**src/rtl/gpio_pkg.sv**
```systemverilog
package gpio_pkg;
  localparam int unsigned REG_COUNT = 8;

  typedef enum logic [2:0] {
    REG_LEVEL = 3'd0,
    REG_IEN   = 3'd1,
    REG_OEN   = 3'd2,
    REG_ODRN  = 3'd3,
    REG_PUP   = 3'd4,
    REG_PDN   = 3'd5,
    REG_IINV  = 3'd6,
    REG_OINV  = 3'd7
  } reg_sel_e;
endpackage

```
**src/rtl/gpio_regbank.sv**
```systemverilog
module gpio_regbank
  import gpio_pkg::*;
#(
  parameter int unsigned PINS  = 16,
  parameter int unsigned IDX_W = 4
) (
  input  logic                clk,
  input  logic                rst_n,
  input  logic                bank_wr,
  input  logic [IDX_W-1:0]    wr_idx,
  input  logic [2*PINS-1:0]   wr_word,
  input  logic [IDX_W-1:0]    rd_idx,
  output logic [PINS-1:0]     rd_word,
  output logic [PINS-1:0]     lvl,
  output logic [PINS-1:0]     ien,
  output logic [PINS-1:0]     oen,
  output logic [PINS-1:0]     odrn,
  output logic [PINS-1:0]     pup,
  output logic [PINS-1:0]     pdn,
  output logic [PINS-1:0]     iinv,
  output logic [PINS-1:0]     oinv
);
  localparam int unsigned REGS = REG_COUNT;

  logic [PINS-1:0] state_q [REGS];

  // set mask in low half, clear mask in upper half; clear dominates
  function automatic logic [PINS-1:0] merge_setclr(input logic [PINS-1:0] cur,
                                                    input logic [2*PINS-1:0] word);
    return (cur | word[PINS-1:0]) & ~word[2*PINS-1:PINS];
  endfunction

  for (genvar r = 0; r < REGS; r++) begin : g_reg
    logic hit;
    assign hit = bank_wr && (wr_idx == IDX_W'(r));
    always_ff @(posedge clk or negedge rst_n) begin
      if (!rst_n) begin
        state_q[r] <= '0;
      end else if (hit) begin
        state_q[r] <= merge_setclr(state_q[r], wr_word);
      end
    end
  end

  always_comb begin
    rd_word = '0;
    for (int r = 0; r < REGS; r++) begin
      if (rd_idx == IDX_W'(r)) rd_word = state_q[r];
    end
  end

  assign lvl  = state_q[REG_LEVEL];
  assign ien  = state_q[REG_IEN];
  assign oen  = state_q[REG_OEN];
  assign odrn = state_q[REG_ODRN];
  assign pup  = state_q[REG_PUP];
  assign pdn  = state_q[REG_PDN];
  assign iinv = state_q[REG_IINV];
  assign oinv = state_q[REG_OINV];
endmodule

```
**src/rtl/gpio_pad_drive.sv**
```systemverilog
module gpio_pad_drive #(
  parameter int unsigned PINS = 32
) (
  input  logic [PINS-1:0] lvl,
  input  logic [PINS-1:0] oen,
  input  logic [PINS-1:0] odrn,
  input  logic [PINS-1:0] oinv,
  output logic [PINS-1:0] pad_oe,
  output logic [PINS-1:0] pad_out
);
  // drive decision for one pin: {enable, level}
  function automatic logic [1:0] drive_of(input logic level, input logic en,
                                          input logic od, input logic inv);
    logic eff;
    eff = level ^ inv;
    if (!en)     return 2'b00;
    else if (od) return eff ? 2'b00 : 2'b10;
    else         return {1'b1, eff};
  endfunction

  for (genvar p = 0; p < PINS; p++) begin : g_pin
    logic [1:0] drv;
    assign drv        = drive_of(lvl[p], oen[p], odrn[p], oinv[p]);
    assign pad_oe[p]  = drv[1];
    assign pad_out[p] = drv[0];
  end
endmodule

```
**src/rtl/gpio_in_sync.sv**
```systemverilog
module gpio_in_sync #(
  parameter int unsigned PINS   = 32,
  parameter int unsigned STAGES = 2
) (
  input  logic            clk,
  input  logic            rst_n,
  input  logic [PINS-1:0] pad_in,
  input  logic [PINS-1:0] ien,
  input  logic [PINS-1:0] iinv,
  output logic [PINS-1:0] pin_in
);
  logic [PINS-1:0] chain_q [STAGES];

  for (genvar s = 0; s < STAGES; s++) begin : g_stage
    always_ff @(posedge clk or negedge rst_n) begin
      if (!rst_n) chain_q[s] <= '0;
      else if (s == 0) chain_q[s] <= pad_in;
      else chain_q[s] <= chain_q[(s == 0) ? 0 : s-1];
    end
  end

  function automatic logic [PINS-1:0] gate_in(input logic [PINS-1:0] raw,
                                               input logic [PINS-1:0] en,
                                               input logic [PINS-1:0] inv);
    return en & (raw ^ inv);
  endfunction

  assign pin_in = gate_in(chain_q[STAGES-1], ien, iinv);
endmodule

```
**src/rtl/gpio_bank_ctrl.sv**
```systemverilog
module gpio_bank_ctrl #(
  parameter int unsigned PINS_PER_BANK = 16,
  parameter int unsigned BANKS         = 2,
  parameter int unsigned BANK_STRIDE   = 16,
  parameter int unsigned SYNC_STAGES   = 2,
  localparam int unsigned PIN_COUNT    = PINS_PER_BANK * BANKS,
  localparam int unsigned DATA_W       = 2 * PINS_PER_BANK,
  localparam int unsigned IDX_W        = $clog2(BANK_STRIDE),
  localparam int unsigned BSEL_W       = $clog2(BANKS),
  localparam int unsigned ADDR_W       = IDX_W + BSEL_W
) (
  input  logic                 clk,
  input  logic                 rst_n,
  input  logic                 wr_en,
  input  logic [ADDR_W-1:0]    wr_addr,
  input  logic [DATA_W-1:0]    wr_data,
  input  logic [ADDR_W-1:0]    rd_addr,
  output logic [DATA_W-1:0]    rd_data,
  input  logic [PIN_COUNT-1:0] pad_in,
  output logic [PIN_COUNT-1:0] pad_oe,
  output logic [PIN_COUNT-1:0] pad_out,
  output logic [PIN_COUNT-1:0] pad_pu,
  output logic [PIN_COUNT-1:0] pad_pd,
  output logic [PIN_COUNT-1:0] pin_in
);
  // named internal events and state, visible to the checker
  logic [BANKS-1:0]         bank_wr;
  logic [PIN_COUNT-1:0]     cfg_lvl, cfg_ien, cfg_oen, cfg_odrn;
  logic [PIN_COUNT-1:0]     cfg_iinv, cfg_oinv;
  logic [PINS_PER_BANK-1:0] bank_rd [BANKS];

  logic [BSEL_W-1:0] wr_bank, rd_bank;
  assign wr_bank = wr_addr[ADDR_W-1:IDX_W];
  assign rd_bank = rd_addr[ADDR_W-1:IDX_W];

  for (genvar b = 0; b < BANKS; b++) begin : g_bank
    assign bank_wr[b] = wr_en && (wr_bank == BSEL_W'(b));

    gpio_regbank #(
      .PINS  (PINS_PER_BANK),
      .IDX_W (IDX_W)
    ) u_bank (
      .clk     (clk),
      .rst_n   (rst_n),
      .bank_wr (bank_wr[b]),
      .wr_idx  (wr_addr[IDX_W-1:0]),
      .wr_word (wr_data),
      .rd_idx  (rd_addr[IDX_W-1:0]),
      .rd_word (bank_rd[b]),
      .lvl     (cfg_lvl [b*PINS_PER_BANK +: PINS_PER_BANK]),
      .ien     (cfg_ien [b*PINS_PER_BANK +: PINS_PER_BANK]),
      .oen     (cfg_oen [b*PINS_PER_BANK +: PINS_PER_BANK]),
      .odrn    (cfg_odrn[b*PINS_PER_BANK +: PINS_PER_BANK]),
      .pup     (pad_pu  [b*PINS_PER_BANK +: PINS_PER_BANK]),
      .pdn     (pad_pd  [b*PINS_PER_BANK +: PINS_PER_BANK]),
      .iinv    (cfg_iinv[b*PINS_PER_BANK +: PINS_PER_BANK]),
      .oinv    (cfg_oinv[b*PINS_PER_BANK +: PINS_PER_BANK])
    );
  end

  always_comb begin
    rd_data = '0;
    for (int b = 0; b < BANKS; b++) begin
      if (rd_bank == BSEL_W'(b)) rd_data[PINS_PER_BANK-1:0] = bank_rd[b];
    end
  end

  gpio_pad_drive #(.PINS(PIN_COUNT)) u_drive (
    .lvl     (cfg_lvl),
    .oen     (cfg_oen),
    .odrn    (cfg_odrn),
    .oinv    (cfg_oinv),
    .pad_oe  (pad_oe),
    .pad_out (pad_out)
  );

  gpio_in_sync #(.PINS(PIN_COUNT), .STAGES(SYNC_STAGES)) u_sync (
    .clk    (clk),
    .rst_n  (rst_n),
    .pad_in (pad_in),
    .ien    (cfg_ien),
    .iinv   (cfg_iinv),
    .pin_in (pin_in)
  );
endmodule

```
**config.mk**
```make
export PLATFORM = sky130hd
export DESIGN_NAME = gpio_bank_ctrl
export DESIGN_NICKNAME = d
export VERILOG_FILES = /design/src/rtl/gpio_pkg.sv /design/src/rtl/gpio_regbank.sv /design/src/rtl/gpio_pad_drive.sv /design/src/rtl/gpio_in_sync.sv /design/src/rtl/gpio_bank_ctrl.sv
export SDC_FILE = /design/constraint.sdc
export NUM_CORES = 1
export LEC_CHECK = 0
export BUFFER_PORTS_ARGS = -buffer_cell sky130_fd_sc_hd__buf_2
export CORE_MARGIN = 1.5
export CORE_UTILIZATION = 58
export CTS_BUF_LIST = sky130_fd_sc_hd__clkbuf_2 sky130_fd_sc_hd__clkbuf_4 sky130_fd_sc_hd__clkbuf_8
export DETAILED_ROUTE_END_ITERATION = 6
export PLACE_DENSITY = 0.82
export SKIP_CTS_REPAIR_TIMING = 1
export SLEW_MARGIN = 20
export SYNTH_ARGS = -nofsm -noshare
export SYNTH_HDL_FRONTEND = slang
export SYNTH_SLANG_ARGS = --single-unit
export TNS_END_PERCENT = 20
```
**constraint.sdc**
```tcl
create_clock -name clk -period 1.55 [get_ports clk]
set_input_delay 0.0775 -clock clk [delete_from_list [all_inputs] [get_ports clk]]
set_output_delay 0.0775 -clock clk [all_outputs]
set_load 0.01 [all_outputs]
```
==> results of run 1 <==
-- critical path: cells and delay by family, from the launching register on --
family / cells / cell delay [ps]
compound gates: 3 / 600
simple gates: 1 / 390
flops: 1 / 370
buf+inv: 1 / 200
-- flip-flops by register name, summed over array words and instances (netlist names) --
| signal | count |
|---|---|
| u_sync.chain_q | 64 |
| g_bank.u_bank.ien | 32 |
| g_bank.u_bank.iinv | 32 |
| g_bank.u_bank.lvl | 32 |
| g_bank.u_bank.odrn | 32 |
| g_bank.u_bank.oen | 32 |
| g_bank.u_bank.oinv | 32 |
| g_bank.u_bank.pdn | 32 |
| g_bank.u_bank.pup | 32 |
-- cells by family (layout without fill, tap and decap cells) --
kind of cell / count (synthesis) / in the layout / synth area share
mux: 92 / 92 / 0.06178
flops: 320 / 320 / 0.5175
simple gates: 165 / 165 / 0.06647
xor+xnor: 64 / 64 / 0.03623
compound gates: 725 / 725 / 0.2593
buf+inv: 215 / 595 / 0.05846
other cells: 1 / 18 / 0.0002423
-- layout make-up --
class,count,area share
inverters,36,0.006642
diodes,2,0.0002460
well taps,335,0.02060
multi-input cells,1062,0.3524
clock buffers,79,0.04760
flip-flops and latches,320,0.3947
repair buffers,471,0.1753
clock inverters,9,0.002460
-- synthesized netlist by cell type, types with 4 or more instances --
| master | n |
|---|---|
| inv_1 | 34 |
| o2bb2ai_1 | 38 |
| nand3_1 | 4 |
| o211ai_1 | 14 |
| a21oi_1 | 555 |
| nand3b_1 | 27 |
| mux2i_1 | 82 |
| o21a_1 | 33 |
| buf_1 | 19 |
| clkbuf_1 | 114 |
| buf_4 | 16 |
| nand2b_1 | 4 |
| buf_2 | 29 |
| xor2_1 | 31 |
| nor3b_1 | 36 |
| o21bai_1 | 13 |
| xnor2_1 | 33 |
| o21ai_0 | 45 |
| mux2_2 | 8 |
| nor2_1 | 25 |
| a31oi_1 | 4 |
| a32oi_1 | 13 |
| nand2_1 | 19 |
| and2_1 | 31 |
| dfrtp_1 | 320 |
-- metrics by stage --
stage / TNS, ps / cell area [µm²] / total power [mW]
2_1_floorplan: 0 / 15530 / 14.34
3_3_place_gp: -1115 / 17630 / 16.69
3_5_place_dp: -3198 / 17630 / 16.97
4_1_cts: -15740 / 18650 / 24.21
5_1_grt: -20130 / 20340 / 26.83
6_report: -15190 / 20340 / 25.76
-- per-layer routing --
metal | up-vias | wire, µm
met3 | 229 | 6738
li1 | 6348 | -
met1 | 7265 | 20560
met4 | 0 | 2567
met5 | - | 0
met2 | 1283 | 23470
-- power groups by stage --
stage	Combinational (mW)	Clock [mW]	Sequential (mW)
6_report	6.97	7.31	11.5
3_3_place_gp	5.40	0	11.3
3_5_place_dp	5.62	0	11.4
4_1_cts	5.68	7.30	11.2
5_1_grt	7.50	7.75	11.6
2_1_floorplan	3.33	0	11.0
-- final timing paths --
| check | startpoint | to | slack [ps] | cells after the start |
|---|---|---|---|---|
| setup / recovery | g_bank[0].u_bank.lvl[8]$_DFFE_PN0P_ | rd_data[8] | -680 | 5 |
| hold / removal | pad_in[1] | u_sync.chain_q[33]$_DFF_PN0_ | 110 | 2 |
| setup reg to reg | g_bank[1].u_bank.oinv[4]$_DFFE_PN0P_ | g_bank[1].u_bank.oinv[4]$_DFFE_PN0P_ | 150 | 4 |
| hold reg to reg | u_sync.chain_q[36]$_DFF_PN0_ | u_sync.chain_q[4]$_DFF_PN0_ | 340 | 0 |
| max in group asynchronous | rst_n | g_bank[1].u_bank.oen[2]$_DFFE_PN0P_ | 530 | 3 |
| min in group asynchronous | rst_n | g_bank[1].u_bank.oinv[8]$_DFFE_PN0P_ | 140 | 3 |
==> metrics, run 1 <==
first-pass GRT wire length 75070 µm; YS warnings 0; footprint of the multi-input gates 7169 µm²; site row count 59; P_sw 8.692 mW; Max Clock Freq 0.4481 GHz; CP Data Arrival Time 2150 ps; synth unique cells 45; GRT met2 Usage 0.5116; sequential share of the synthesized area 0.5175; Non-Filler Instances 2314; worst-path cell chain or3b_4 > a21oi_2 > o311ai_1 > a22oi_1 > buf_2; GP Congestion 0.9572; routed via count 15130; DRT Pass-1 Iters 7; Int Power 17.07 mW; GR Util met1 0.5009; TritonCTS clock tree done; Slew HR 0.6640; initial core utilization 0.5921; critical-path maximum fanout 2; drt total wl 53340 µm; CP max stage delay 390 ps; Global Route Usage Sum 0.3477; met3 track demand over resource 0.07865; Final Skew 21.43 ps; worst slew pin tran 504.0 ps; fin. max-slew vios 0; Port Buffer Count 252; PD cells 1266 nW/µm²; nature of the critical path endpoint output pin; nets 2020; synth top area cells dfrtp_1 52%, a21oi_1 18%, mux2i_1 5.3%; Clock Pin Slew Worst Setup and Hold Paths 70 ps; initial antenna violation count 2; Hold Slack 111.5 ps; most frequent cells in the layout 550 x a21oi_1, 303 x dfrtp_1, 246 x buf_2, 95 x buf_4, 81 x mux2i_1; Worst VDD drop 874.0 µV; EDFF count, synth 0; mapped cell area 15470 µm²; unrepaired setup endpoints after global routing yes; CTS Root Cell clkbuf_8; Sw Ratio 0.3375; TritonCTS Buffers 52; failing checks DRC, setup timing; worst hold path class in2reg; area leader, netlist dfrtp_1; utilization after layout 0.7785; Reg power frac 0.446; Die Height 166.3 µm; Area Growth Syn to Fin 31.47%; fillers 1603; Pleak 9.381 nW; DRC violations left 20; maximum number of pins on one net before global-route repair 68; status finished, violations left; Detail Route Antenna Nets 0; H-Tree Depth 2; Placed Cells 2107; Gate Count Post-Synth 1582; share of cells above drive strength 1 0.3030; share of the synthesized area in the top cell type 0.5175; CP Data Required Time 1470 ps; Core ar. 26130 µm²; vias per inst 6.536; Startpoint Class flop; most common cell after layout, fill and taps aside a21oi_1; global route total overflow 0; chip width 166.3 µm; FF+latch area 8029 µm²; clock power share 0.284; asr flop ratio synth 1.000; num ports 269; clk sinks 320; Worst Slack Setup Final -681.5 ps; Final Hold Viols 0; clock latency at the later pin of the worst-skew pair 600 ps; Top Usage Layer GRT met2; Die ar. 27670 µm²; Post-synth top flop dfrtp_1; Post-DP HPWL 33570 µm; max-cap violations 0; initial DRC count 2121; final number of setup-violating endpoints 99; Comb pwr share 0.270; critical path's slowest cell or3b_4; Tcrit/Tclk final 1.440; Avg Synthesized Cell Area 9.781 µm²; #FFs+latches synth 320; pre-CTS WS -146.7 ps; Max Buffers Root-to-Sink 3; vias in the first global route 13270; Wirelength per Cell 23.05 µm; Crit Path Category reg2out; Final min period 2231 ps
No activity file was read; power rests on OpenSTA's default activity.
==> inputs of run 2 (changes only) <==
--- a/config.mk
+++ b/config.mk
@@ -7,10 +7,10 @@
 export LEC_CHECK = 0
 export BUFFER_PORTS_ARGS = -buffer_cell sky130_fd_sc_hd__buf_2
 export CORE_MARGIN = 1.5
-export CORE_UTILIZATION = 58
+export CORE_UTILIZATION = 35
 export CTS_BUF_LIST = sky130_fd_sc_hd__clkbuf_2 sky130_fd_sc_hd__clkbuf_4 sky130_fd_sc_hd__clkbuf_8
 export DETAILED_ROUTE_END_ITERATION = 6
-export PLACE_DENSITY = 0.82
+export PLACE_DENSITY = 0.54
 export SKIP_CTS_REPAIR_TIMING = 1
 export SLEW_MARGIN = 20
 export SYNTH_ARGS = -nofsm -noshare
==> constraint.sdc (replaced) <==
create_clock -name clk -period 2.35 [get_ports clk]
set_input_delay 0.1175 -clock clk [delete_from_list [all_inputs] [get_ports clk]]
set_output_delay 0.1175 -clock clk [all_outputs]
set_load 0.01 [all_outputs]
==> run 2 against run 1 <==
  * The flow finishes with violations (hold timing, setup timing)
  * Worst hold slack worse by 110 ps
  * Largest power group unchanged
  * Wire length up 2.9%
  * Critical path type unchanged
  * Sequential power down 36%
  * Highest routed layer is now met5
  * Largest cell class unchanged
  * Clock-buffer cell count up 12
  * Clock power down 27%
  * Critical endpoint is now rd_data[15]
==> metrics, run 2 (synthesized netlist as in run 1, its figures left out) <==
status finished, violations left; failing checks hold timing, setup timing; Post-DP HPWL 37060 µm (+10%); Die Height 213.3 µm (+28%); drt total wl 54910 µm (+2.9%); Worst Slack Setup Final -47.69 ps (+633.8 ps); CP Data Arrival Time 2280 ps (+130 ps); Levels on crit path 5 (unchanged); site row count 76 (+29%); worst hold path class in2async; Area Growth Syn to Fin 24.68%; vias in the first global route 12610 (-4.9%); most frequent cells in the layout 553 x a21oi_1, 320 x dfrtp_1, 249 x buf_2, 82 x mux2i_1, 82 x dlygate4sd3_1; critical-path maximum fanout 4 (+2); worst slew pin tran 629.7 ps (+125.7 ps); Detail Route Antenna Nets 0 (unchanged); CTS Root Cell clkbuf_8; routed via count 13550 (-10%); Slew HR 0.5802 (-0.08379); reg2reg path depth 3 (-1); share of cells above drive strength 1 0.2312 (-0.07177); maximum number of pins on one net before global-route repair 77 (+13%); critical path's slowest cell mux4_2; Port Buffer Count 252 (unchanged); antenna cells 0 (-2); chip width 213.3 µm (+28%); PD cells 862.9 nW/µm² (-32%); total negative slack -47.69 ps (+15140 ps); initial core utilization 0.3569 (-0.2353); Top reg by flops u_sync.chain_q; most common cell after layout, fill and taps aside a21oi_1; Wirelength per Cell 22.07 µm (-4.3%); Max Buffers Root-to-Sink 3 (unchanged); Hold Slack -1.329 ps (-112.8 ps); reg-to-reg slack, setup 1030 ps (+880 ps); footprint of the multi-input gates 6694 µm² (-6.6%); global route total overflow 0 (unchanged); Final min period 2398 ps; DRC violations left 0 (-100%); worst-path cell chain mux4_2 > mux2_4 > a21oi_2 > a31oi_2 > buf_2; Startpoint Class flop; TritonCTS Buffers 57 (+9.6%); FF+latch area 8008 µm² (-0.26%); final number of setup-violating endpoints 1 (-99%); num ports 269 (unchanged); CP max stage delay 490 ps (+100 ps); Global Route Usage Sum 0.2351 (-0.1126); fin. max-slew vios 0 (unchanged); initial antenna violation count 2 (unchanged); Worst VDD drop 371.3 µV (-58%); clock latency at the later pin of the worst-skew pair 670 ps (+70 ps); vias per inst 5.445 (-17%); GP Congestion 0.8634 (-9.8%); Core ar. 43360 µm² (+66%); DRT Pass-1 Iters 5 (-2); clk sinks 320 (unchanged); Max Clock Freq 0.4171 GHz; nature of the critical path endpoint output pin; Clock Pin Slew Worst Setup and Hold Paths 60 ps (about the same); initial DRC count 1063 (-50%); Final Hold Viols 2 (+2); Pleak 8.783 nW (-6.4%); CP Data Required Time 2230 ps (+760 ps); Tcrit/Tclk final 1.020; H-Tree Depth 2 (unchanged); Final Skew 22.98 ps (+1.548 ps); fillers 4287 (+170%); CP bufs+invs 1 (unchanged); unrepaired setup endpoints after global routing yes; nets 1941 (-3.9%); crit-path leading delay family multiplexers; pre-CTS WS 177.0 ps (+323.7 ps); flip-flop count of the largest register after layout 64 (unchanged); TritonCTS clock tree done; Crit Path Category reg2out; Die ar. 45480 µm² (+64%); max-cap violations 0 (unchanged); first-pass GRT wire length 80210 µm (+6.8%)
==> run 2: cell types whose count changed in the layout (fill, tap and decap cells not counted), moves of 5 or more <==
cell / previous run / this run
buf_4: 95 / 50
buf_6: 21 / 0
xnor2_4: 5 / 0
o21ai_1: 15 / 1
xnor2_2: 25 / 0
xnor2_1: 3 / 33
buf_12: 29 / 5
clkbuf_8: 60 / 70
dfrtp_1: 303 / 320
nor3b_2: 25 / 0
nor3b_1: 10 / 36
o21ai_0: 30 / 44
dfrtp_2: 17 / 0
==> run 2: layer usage <==
layer | GRT usage | share of wire
met1 | 0.3503 | 0.47
met2 | 0.3400 | 0.44
met3 | 0.04648 | 0.068
met4 | 0.07528 | 0.025
met5 | 0 | 0.00033
==> run 2: area by class of cell <==
class	instances	area share
Inverter	36	0.007004
Clock inverter	7	0.002335
Sequential cell	320	0.4151
Clock buffer	91	0.05811
Timing Repair Buffer	387	0.1326
Multi-Input combinational cell	1062	0.3470
Tap cell	585	0.03794
==> run 2: metrics by stage <==
step | cells | cell area [µm²] | power (mW) | hold slack, ps | util
finish | 2488 | 19290 | 16.65 | -1.329 | 0.4449
global placement | 2301 | 17230 | 11.04 | 79.99 | 0.3974
detailed placement | 2301 | 17230 | 11.12 | 82.74 | 0.3974
CTS | 2399 | 18400 | 16.58 | -632.4 | 0.4243
floorplan | 1597 | 15530 | 9.461 | -178.1 | -
global route | 2488 | 19290 | 17.56 | 6.130 | 0.4449
==> run 2: worst paths after layout <==
kind / to / start
worst max-delay path: rd_data[15] / g_bank[0].u_bank.odrn[15]$_DFFE_PN0P_
worst min-delay path: g_bank[1].u_bank.lvl[15]$_DFFE_PN0P_ / rst_n
worst max register to register: g_bank[1].u_bank.iinv[2]$_DFFE_PN0P_ / g_bank[1].u_bank.iinv[2]$_DFFE_PN0P_
worst min register to register: u_sync.chain_q[7]$_DFF_PN0_ / u_sync.chain_q[39]$_DFF_PN0_
max in group asynchronous: u_sync.chain_q[50]$_DFF_PN0_ / rst_n
min in group clk: u_sync.chain_q[61]$_DFF_PN0_ / pad_in[29]
==> run 2: report_power, final <==
| group | total (mW) | internal (mW) | leakage [nW] | switching [mW] |
|---|---|---|---|---|
| Sequential | 7.41 | 6.44 | 4.02 | 0.974 |
| Clock | 5.37 | 3.00 | 0.625 | 2.37 |
| Combinational | 3.87 | 1.72 | 4.14 | 2.15 |
==> run 2: worst register-to-register path: stages (launching register included) <==
cell	delay (ps)
dfrtp_1	430
a21oi_1	130
a21oi_1	60
dlygate4sd3_1	580
